### config.mk
export PLATFORM = sky130hd
export DESIGN_NAME = icv_check_ctrl
export DESIGN_NICKNAME = d
export VERILOG_FILES = /design/src/rtl/icc_pkg.sv /design/src/rtl/icc_regs.sv /design/src/rtl/icc_validate.sv /design/src/rtl/icc_seq.sv /design/src/rtl/icc_errs.sv /design/src/rtl/icv_check_ctrl.sv
export SDC_FILE = /design/constraint.sdc
export NUM_CORES = 1
export LEC_CHECK = 0
export ABC_AREA = 1
export BUFFER_PORTS_ARGS = -buffer_cell sky130_fd_sc_hd__buf_2
export CORE_MARGIN = 4
export CORE_UTILIZATION = 53
export CTS_CLUSTER_DIAMETER = 60
export DETAILED_ROUTE_END_ITERATION = 16
export MAX_ROUTING_LAYER = met4
export PLACE_DENSITY_LB_ADDON = 0.1
export SLEW_MARGIN = 15
export SYNTH_ARGS = -nofsm -noshare
export SYNTH_HDL_FRONTEND = slang
export SYNTH_HIERARCHICAL = 1
export SYNTH_SLANG_ARGS = --single-unit
export TNS_END_PERCENT = 20
### constraint.sdc
create_clock -name clk -period 1.7 [get_ports clk]
set_clock_uncertainty 0.1 [all_clocks]
set_input_delay 0.255 -clock clk [delete_from_list [all_inputs] [get_ports clk]]
set_output_delay 0.255 -clock clk [all_outputs]
set_load 0.05 [all_outputs]
### src/rtl/icc_pkg.sv
// Package: shared types and constants for the integrity check compare controller.
// Assumes: the mode word layout below is what the host writes at address 0.
package icc_pkg;

    // Function select codes; bit 0 set marks a reserved code.
    typedef enum logic [1:0] {
        FN_CONF = 2'b00,
        FN_RSV1 = 2'b01,
        FN_INTG = 2'b10,
        FN_RSV3 = 2'b11
    } fn_e;

    // Mode word: bit4 init, bit3 process-end, bit2 compare, bits1:0 function.
    typedef struct packed {
        logic init;
        logic pe;
        logic cmp;
        fn_e  fn;
    } mode_t;

    localparam int MODE_W   = 5;

    // Error flag bit positions.
    localparam int ERR_ICV  = 0;
    localparam int ERR_MODE = 1;
    localparam int ERR_KEY  = 2;
    localparam int NUM_ERR  = 3;

    // Register addresses.
    localparam int A_MODE   = 0;
    localparam int A_KEY    = 1;
    localparam int A_REF    = 2;
    localparam int A_MASK   = 3;
    localparam int A_CLR    = 4;
    localparam int A_REINIT = 5;

endpackage

### src/rtl/icc_regs.sv
// Module: host-written register file (mode, key length, reference value, mask)
// plus the decoded write-one-to-clear vector for the error flags.
// Assumes: DATA_W >= ICV_W, DATA_W >= MODE_W, KEY_W and NUM_ERR.
module icc_regs
    import icc_pkg::*;
#(
    parameter int ADDR_W = 3,
    parameter int DATA_W = 32,
    parameter int ICV_W  = 32,
    parameter int KEY_W  = 5
) (
    input  logic              clk,
    input  logic              rst_n,
    input  logic              we_i,
    input  logic [ADDR_W-1:0] addr_i,
    input  logic [DATA_W-1:0] wdata_i,
    output mode_t             mode_o,
    output logic [KEY_W-1:0]  key_bytes_o,
    output logic [ICV_W-1:0]  ref_icv_o,
    output logic [NUM_ERR-1:0] mask_o,
    output logic [NUM_ERR-1:0] clr_o
);

    logic hit_mode, hit_key, hit_ref, hit_mask, hit_clr, hit_reinit;

    // Address decode of the write strobe.
    always_comb begin
        hit_mode   = we_i && (addr_i == ADDR_W'(A_MODE));
        hit_key    = we_i && (addr_i == ADDR_W'(A_KEY));
        hit_ref    = we_i && (addr_i == ADDR_W'(A_REF));
        hit_mask   = we_i && (addr_i == ADDR_W'(A_MASK));
        hit_clr    = we_i && (addr_i == ADDR_W'(A_CLR));
        hit_reinit = we_i && (addr_i == ADDR_W'(A_REINIT));
    end

    // Clear vector handed to the flag bank for one cycle.
    always_comb begin
        clr_o = hit_clr ? wdata_i[NUM_ERR-1:0] : '0;
    end

    // Mode register.
    always_ff @(posedge clk) begin
        if (!rst_n)        mode_o <= '0;
        else if (hit_mode) mode_o <= mode_t'(wdata_i[MODE_W-1:0]);
    end

    // Key length register; re-initialize clears it.
    always_ff @(posedge clk) begin
        if (!rst_n || hit_reinit) key_bytes_o <= '0;
        else if (hit_key)         key_bytes_o <= wdata_i[KEY_W-1:0];
    end

    // Reference integrity value register.
    always_ff @(posedge clk) begin
        if (!rst_n)       ref_icv_o <= '0;
        else if (hit_ref) ref_icv_o <= wdata_i[ICV_W-1:0];
    end

    // Interrupt mask register.
    always_ff @(posedge clk) begin
        if (!rst_n)        mask_o <= '0;
        else if (hit_mask) mask_o <= wdata_i[NUM_ERR-1:0];
    end

endmodule

### src/rtl/icc_validate.sv
// Module: combinational legality check of the function code and key length.
// Assumes: every legal function uses the same required key length REQ_KEY.
module icc_validate
    import icc_pkg::*;
#(
    parameter int KEY_W   = 5,
    parameter int REQ_KEY = 16
) (
    input  mode_t            mode_i,
    input  logic [KEY_W-1:0] key_bytes_i,
    output logic             mode_bad_o,
    output logic             key_bad_o
);

    // A reserved code has bit 0 set; key length is judged only for legal codes.
    always_comb begin
        mode_bad_o = (mode_i.fn == FN_RSV1) || (mode_i.fn == FN_RSV3);
        key_bad_o  = !mode_bad_o && (key_bytes_i != KEY_W'(REQ_KEY));
    end

endmodule

### src/rtl/icc_seq.sv
// Module: launch sequencer. Accepts a start while idle, snapshots the mode,
// pulses the datapath, waits for done and performs the optional compare.
// Assumes: eng_done_i is only meaningful while busy; the reference register
// is read live at the done cycle.
module icc_seq
    import icc_pkg::*;
#(
    parameter int ICV_W = 32
) (
    input  logic               clk,
    input  logic               rst_n,
    input  logic               start_i,
    input  mode_t              mode_i,
    input  logic               mode_bad_i,
    input  logic               key_bad_i,
    input  logic               eng_done_i,
    input  logic [ICV_W-1:0]   eng_icv_i,
    input  logic [ICV_W-1:0]   ref_icv_i,
    output logic               busy_o,
    output logic               eng_go_o,
    output logic               eng_f9_o,
    output logic               eng_init_o,
    output logic               eng_final_o,
    output logic               op_done_o,
    output logic [NUM_ERR-1:0] set_o
);

    typedef enum logic {S_IDLE, S_RUN} state_e;

    state_e state_q;
    mode_t  snap_q;
    logic   accept, finish, do_cmp;

    // Start acceptance and end-of-operation detection.
    always_comb begin
        accept = start_i && (state_q == S_IDLE) && !mode_bad_i && !key_bad_i;
        finish = (state_q == S_RUN) && eng_done_i;
        do_cmp = (snap_q.fn == FN_INTG) && snap_q.cmp && snap_q.pe;
    end

    // Error set requests toward the flag bank.
    always_comb begin
        set_o           = '0;
        set_o[ERR_MODE] = start_i && (state_q == S_IDLE) && mode_bad_i;
        set_o[ERR_KEY]  = start_i && (state_q == S_IDLE) && key_bad_i;
        set_o[ERR_ICV]  = finish && do_cmp && (eng_icv_i != ref_icv_i);
    end

    // Two-state control: idle until accepted, running until done.
    always_ff @(posedge clk) begin
        if (!rst_n)      state_q <= S_IDLE;
        else if (accept) state_q <= S_RUN;
        else if (finish) state_q <= S_IDLE;
    end

    // Mode snapshot taken at launch, used for the compare decision.
    always_ff @(posedge clk) begin
        if (!rst_n)      snap_q <= '0;
        else if (accept) snap_q <= mode_i;
    end

    // Launch strobe and its qualifiers.
    always_ff @(posedge clk) begin
        if (!rst_n) begin
            eng_go_o    <= 1'b0;
            eng_f9_o    <= 1'b0;
            eng_init_o  <= 1'b0;
            eng_final_o <= 1'b0;
        end else begin
            eng_go_o <= accept;
            if (accept) begin
                eng_f9_o    <= (mode_i.fn == FN_INTG);
                eng_init_o  <= mode_i.init;
                eng_final_o <= mode_i.pe && (mode_i.fn == FN_INTG);
            end
        end
    end

    // End-of-operation pulse.
    always_ff @(posedge clk) begin
        if (!rst_n) op_done_o <= 1'b0;
        else        op_done_o <= finish;
    end

    // Busy indication.
    always_comb begin
        busy_o = (state_q == S_RUN);
    end

endmodule

### src/rtl/icc_errs.sv
// Module: sticky error flag bank with write-one-to-clear and masked interrupt.
// Assumes: a set and a clear of the same bit in one cycle resolve to set.
module icc_errs #(
    parameter int N = 3
) (
    input  logic         clk,
    input  logic         rst_n,
    input  logic [N-1:0] set_i,
    input  logic [N-1:0] clr_i,
    input  logic [N-1:0] mask_i,
    output logic [N-1:0] flags_o,
    output logic         irq_o
);

    // One sticky flop per error source.
    for (genvar g = 0; g < N; g++) begin : g_flag
        always_ff @(posedge clk) begin
            if (!rst_n) flags_o[g] <= 1'b0;
            else        flags_o[g] <= set_i[g] || (flags_o[g] && !clr_i[g]);
        end
    end

    // Interrupt from unmasked flags.
    always_comb begin
        irq_o = |(flags_o & ~mask_i);
    end

endmodule

### src/rtl/icv_check_ctrl.sv
// Module: top of the integrity check compare controller. Ties the register
// file, legality check, launch sequencer and error flag bank together.
// Assumes: the cipher datapath answers every go pulse with one done strobe.
module icv_check_ctrl
    import icc_pkg::*;
#(
    parameter int ADDR_W  = 3,
    parameter int DATA_W  = 32,
    parameter int ICV_W   = 32,
    parameter int KEY_W   = 5,
    parameter int REQ_KEY = 16
) (
    input  logic               clk,
    input  logic               rst_n,
    input  logic               reg_we_i,
    input  logic [ADDR_W-1:0]  reg_addr_i,
    input  logic [DATA_W-1:0]  reg_wdata_i,
    input  logic               start_i,
    output logic               eng_go_o,
    output logic               eng_f9_o,
    output logic               eng_init_o,
    output logic               eng_final_o,
    input  logic               eng_done_i,
    input  logic [ICV_W-1:0]   eng_icv_i,
    output logic               busy_o,
    output logic               op_done_o,
    output logic [NUM_ERR-1:0] err_flags_o,
    output logic               irq_o
);

    mode_t              mode_q;
    logic [KEY_W-1:0]   key_bytes_q;
    logic [ICV_W-1:0]   ref_icv_q;
    logic [NUM_ERR-1:0] mask_q, clr_vec, set_vec;
    logic               mode_bad, key_bad;

    icc_regs #(
        .ADDR_W (ADDR_W),
        .DATA_W (DATA_W),
        .ICV_W  (ICV_W),
        .KEY_W  (KEY_W)
    ) regs_i (
        .clk         (clk),
        .rst_n       (rst_n),
        .we_i        (reg_we_i),
        .addr_i      (reg_addr_i),
        .wdata_i     (reg_wdata_i),
        .mode_o      (mode_q),
        .key_bytes_o (key_bytes_q),
        .ref_icv_o   (ref_icv_q),
        .mask_o      (mask_q),
        .clr_o       (clr_vec)
    );

    icc_validate #(
        .KEY_W   (KEY_W),
        .REQ_KEY (REQ_KEY)
    ) val_i (
        .mode_i      (mode_q),
        .key_bytes_i (key_bytes_q),
        .mode_bad_o  (mode_bad),
        .key_bad_o   (key_bad)
    );

    icc_seq #(
        .ICV_W (ICV_W)
    ) seq_i (
        .clk         (clk),
        .rst_n       (rst_n),
        .start_i     (start_i),
        .mode_i      (mode_q),
        .mode_bad_i  (mode_bad),
        .key_bad_i   (key_bad),
        .eng_done_i  (eng_done_i),
        .eng_icv_i   (eng_icv_i),
        .ref_icv_i   (ref_icv_q),
        .busy_o      (busy_o),
        .eng_go_o    (eng_go_o),
        .eng_f9_o    (eng_f9_o),
        .eng_init_o  (eng_init_o),
        .eng_final_o (eng_final_o),
        .op_done_o   (op_done_o),
        .set_o       (set_vec)
    );

    icc_errs #(
        .N (NUM_ERR)
    ) errs_i (
        .clk     (clk),
        .rst_n   (rst_n),
        .set_i   (set_vec),
        .clr_i   (clr_vec),
        .mask_i  (mask_q),
        .flags_o (err_flags_o),
        .irq_o   (irq_o)
    );

endmodule

==> results_dict.tcl <==
set metrics [dict create \
    cpLargestDelayFamily "simple AND/OR/NAND/NOR gates" \
    r2r_cells 5 \
    clock_power_share_pct 42.8 \
    pin_count 82 \
    post_dp_cell_area_mm2 0.00363 \
    first_global_vias 2828 \
    synth.yosys.warnings 6 \
    critPathRequiredTime_ps 1860 \
    synth_top_family_by_area "simple AND/OR/NAND/NOR gates" \
    hpwl_um 4990 \
    path_cells "nand2_1 -> or4_1 -> nor2_1 -> inv_1 -> a21oi_1" \
    post-place-ws_ps 111 \
    synthesized_area_fraction_occupied_by_ao_oa_aoi_and_oai_cells_pct 1.89 \
    endpoint_of_the_worst_register_to_register_path "errs_i/flags_o[0]" \
    p_leak_nw 2.18 \
    critPathLaunch "seq_i/busy_o" \
    crit_end "errs_i/flags_o[0]" \
    initial_utilization_pct 56.0 \
    fin_ws_ps 227 \
    wire_length_of_the_first_global_routing_pass_um 11600 \
    clock_tree.htree_level_count 3 \
    first_pass_iters 4 \
    pwr-share-comb_pct 13.1 \
    final_routed_wirelength_across_all_metal_layers_um 6600 \
    yosys-mux-area-fraction_pct 0 \
    count_of_antenna_violating_nets_left_after_detailed_routing 0 \
    synth-simple-area-share_pct 44.8 \
    placeableCoreArea_mm2 0.00568 \
    cell_area_after_layout_mm2 0.00388 \
    insertedDiodeCount 0 \
    final_hold_viol_count 0 \
    timing.critical_path.depth 5 \
    cts.repair.resized 0 \
    final.period_utilization_pct 86.6 \
    setup.worst_path.start_class "flip-flop" \
    die-area_mm2 0.00730 \
    timing_worst_slew_pin_value_ps 402 \
    synthToLayoutAreaGrowth_pct 21.9 \
    slowest_delay_ps 500 \
    layout_min_cycle_time_ps 1470 \
    rsz0062_at_grt "false" \
    path_max_fanout 4 \
    setup_viol_count_final 0 \
    fin_worst_hold_slack_ps 67.7 \
    clk_transition_reported_paths_ps 70 \
    via_count_of_the_routed_design 3059 \
    synth-adder-area-share_pct 0 \
    grt_util_all_layers_pct 19.9 \
    ir_worst_vdd_uv 780 \
    grt.overflow.total 0 \
    post_drt_wl_per_cell_um 9.30 \
    clock_sink_count 58 \
    die_h_um 85.5 \
    filler_cell_count 548 \
    cts_made_buffers 9 \
    timing.critical_path.buf_inv 1 \
    outcome "finished, final reports clean" \
    cts-root-to-sink-buffers 2 \
    synthCells 544 \
    fmax_mhz 679 \
    synth.cell_area_mm2 0.00318 \
    cts-root-buf "sky130_fd_sc_hd__clkbuf_8" \
    clk-insertion-delay-late_ps 320 \
    first_iter_violations 96 \
    layout.nets 704 \
    intPower_mw 2.44 \
    post_cts_buffers 0 \
    synth_seq_cells 58 \
    regToRegSetupSlack_ps 230 \
    finalPower_mw 3.26 \
    utilization_pct 68.3 \
    powerDensity_mw_per_mm2 842 \
    postCtsHoldBufs 0 \
    max_slew_violation_count 0 \
    min-delay-start "reg_wdata_i[0]" \
    cp-end-kind "flip-flop" \
    yosys.cell_types.count 21 \
    post_synth_xor_area_fraction_pct 0.826 \
    tritoncts_clock_tree "yes" \
    drt_drc_violations_left 0 \
    switching_power_mw 0.820 \
    synthesis.area_per_instance_um2 5.84 \
    number_of_vias_per_cell 4.31 \
    postSynthNetCount 616 \
    hp-class "in -> reg" \
    floorplan.rows 27 \
    chipWidth_um 85.5 \
    filler_free_cell_count_of_the_finished_design 709 \
    cp.arrival_ps 1630 \
    placement.io_buffers 81 \
    ys_seq_area_share_pct 36.5 \
    sw_frac_of_total_pct 25.1 \
    critPathKind "reg -> reg" \
    post-place-cells 690 \
    crit-reg2reg-launch "seq_i/busy_o" \
    drv.max_cap_violation_count 0 \
    power_frac_seq_pct 44.0 \
    final_layout_size_suffix_gt1_share_pct 20.9 \
    slew_headroom_pct 73.1 \
    slowest_stage "sky130_fd_sc_hd__or4_1" \
    place.gp.congestion 0.832 \
    antenna_found_initial 0 \
    grt_start_max_net_pins 27 \
    tns_ps 0 \
]
[synth_stat cells]
master | instances | share of area [%]
sky130_fd_sc_hd__dfxtp_1 | 58 | 37
sky130_fd_sc_hd__o21ai_0 | 5 | 0.79
sky130_fd_sc_hd__nand3_1 | 3 | 0.47
sky130_fd_sc_hd__a21oi_1 | 7 | 1.1
sky130_fd_sc_hd__buf_2 | 4 | 0.63
sky130_fd_sc_hd__nor2_1 | 158 | 19
sky130_fd_sc_hd__buf_6 | 4 | 1.4
sky130_fd_sc_hd__clkbuf_1 | 1 | 0.12
sky130_fd_sc_hd__inv_1 | 106 | 13
sky130_fd_sc_hd__xor2_1 | 3 | 0.83
sky130_fd_sc_hd__nor3_4 | 1 | 0.51
sky130_fd_sc_hd__nand2_1 | 161 | 19
sky130_fd_sc_hd__buf_1 | 1 | 0.12
sky130_fd_sc_hd__buf_8 | 2 | 0.94
sky130_fd_sc_hd__nand2_4 | 1 | 0.35
sky130_fd_sc_hd__or4_1 | 1 | 0.24
sky130_fd_sc_hd__nand4_1 | 1 | 0.20
sky130_fd_sc_hd__inv_2 | 2 | 0.24
sky130_fd_sc_hd__nor2_2 | 1 | 0.20
sky130_fd_sc_hd__nor2_8 | 1 | 0.63
sky130_fd_sc_hd__nand2_2 | 23 | 4.5
[worst reg2reg max path: cells and delay by family, from the launching register on]
family / cells / cell delay (ps)
AO/OA/AOI/OAI: 1 / 120
AND/OR/NAND/NOR: 3 / 740
buffers and inverters: 1 / 50
flip-flops: 1 / 400
[layout by cell type (no fill, tap or decap), types with 2 or more instances in the layout]
cell type | synthesis | layout
sky130_fd_sc_hd__a21oi_1 | 7 | 7
sky130_fd_sc_hd__buf_12 | 0 | 2
sky130_fd_sc_hd__buf_2 | 4 | 81
sky130_fd_sc_hd__buf_4 | 0 | 6
sky130_fd_sc_hd__bufinv_16 | 0 | 2
sky130_fd_sc_hd__clkbuf_8 | 0 | 10
sky130_fd_sc_hd__clkinv_2 | 0 | 2
sky130_fd_sc_hd__dfxtp_1 | 58 | 58
sky130_fd_sc_hd__inv_1 | 106 | 106
sky130_fd_sc_hd__inv_2 | 2 | 2
sky130_fd_sc_hd__nand2_1 | 161 | 161
sky130_fd_sc_hd__nand2_2 | 23 | 23
sky130_fd_sc_hd__nand3_1 | 3 | 3
sky130_fd_sc_hd__nor2_1 | 158 | 158
sky130_fd_sc_hd__o21ai_0 | 5 | 5
sky130_fd_sc_hd__xor2_1 | 3 | 3
[layout make-up]
cell class	count	area [µm²]	area share [%]
Timing Repair Buffer	89	490	12.7
Sequential cell	58	1160	30.0
Multi-Input combinational cell	366	1510	39.0
Clock buffer	11	141	3.65
Clock inverter	5	77.6	2.00
Inverter	108	405	10.5
Tap cell	72	90.1	2.32
[registers in the layout, indices dropped and copies added (netlist names)]
signal and cells:
seq_i/eng_f9_o 1, seq_i/eng_init_o 1, seq_i/eng_go_o 1, regs_i/mode_o 5
regs_i/mask_o 3, seq_i/op_done_o 1, seq_i/busy_o 1, regs_i/key_bytes_o 5
seq_i/eng_final_o 1, regs_i/ref_icv_o 32, seq_i/snap_q 4, errs_i/flags_o 3
[power by group through the flow]
stage / registers [mW] / logic (mW) / clock network [mW]
3_5_place_dp: 1.47 / 0.427 / 0
6_report: 1.44 / 0.429 / 1.40
5_1_grt: 1.44 / 0.495 / 1.51
2_1_floorplan: 1.48 / 0.261 / 0
4_1_cts: 1.44 / 0.429 / 1.44
3_3_place_gp: 1.47 / 0.417 / 0
[layer usage]
| layer | part of all wire (%) | track usage (%) | vias up |
|---|---|---|---|
| li1 | - | - | 1715 |
| met1 | 47 | 24.1 | 1271 |
| met2 | 46 | 33.5 | 67 |
| met3 | 5.9 | 3.50 | 6 |
| met4 | 1.1 | 6.04 | 0 |
| met5 | 0 | - | - |
[cell families (layout without fill, tap and decap cells)]
kind of cell / count (synthesis) / count (layout)
buf+inv: 120 / 213
xor+xnor: 3 / 3
flops: 58 / 58
simple gates: 351 / 351
compound gates: 12 / 12
[worst min-delay path by stage]
stage,cells after the start,end,slack (ps)
2_1_floorplan,2,regs_i/key_bytes_o[0],290
3_3_place_gp,2,seq_i/eng_final_o,350
3_5_place_dp,2,seq_i/eng_final_o,360
4_1_cts,3,regs_i/key_bytes_o[0],60
5_1_grt,3,regs_i/key_bytes_o[1],90
6_report,3,regs_i/key_bytes_o[0],70
Power figures use the tool's default switching activity.
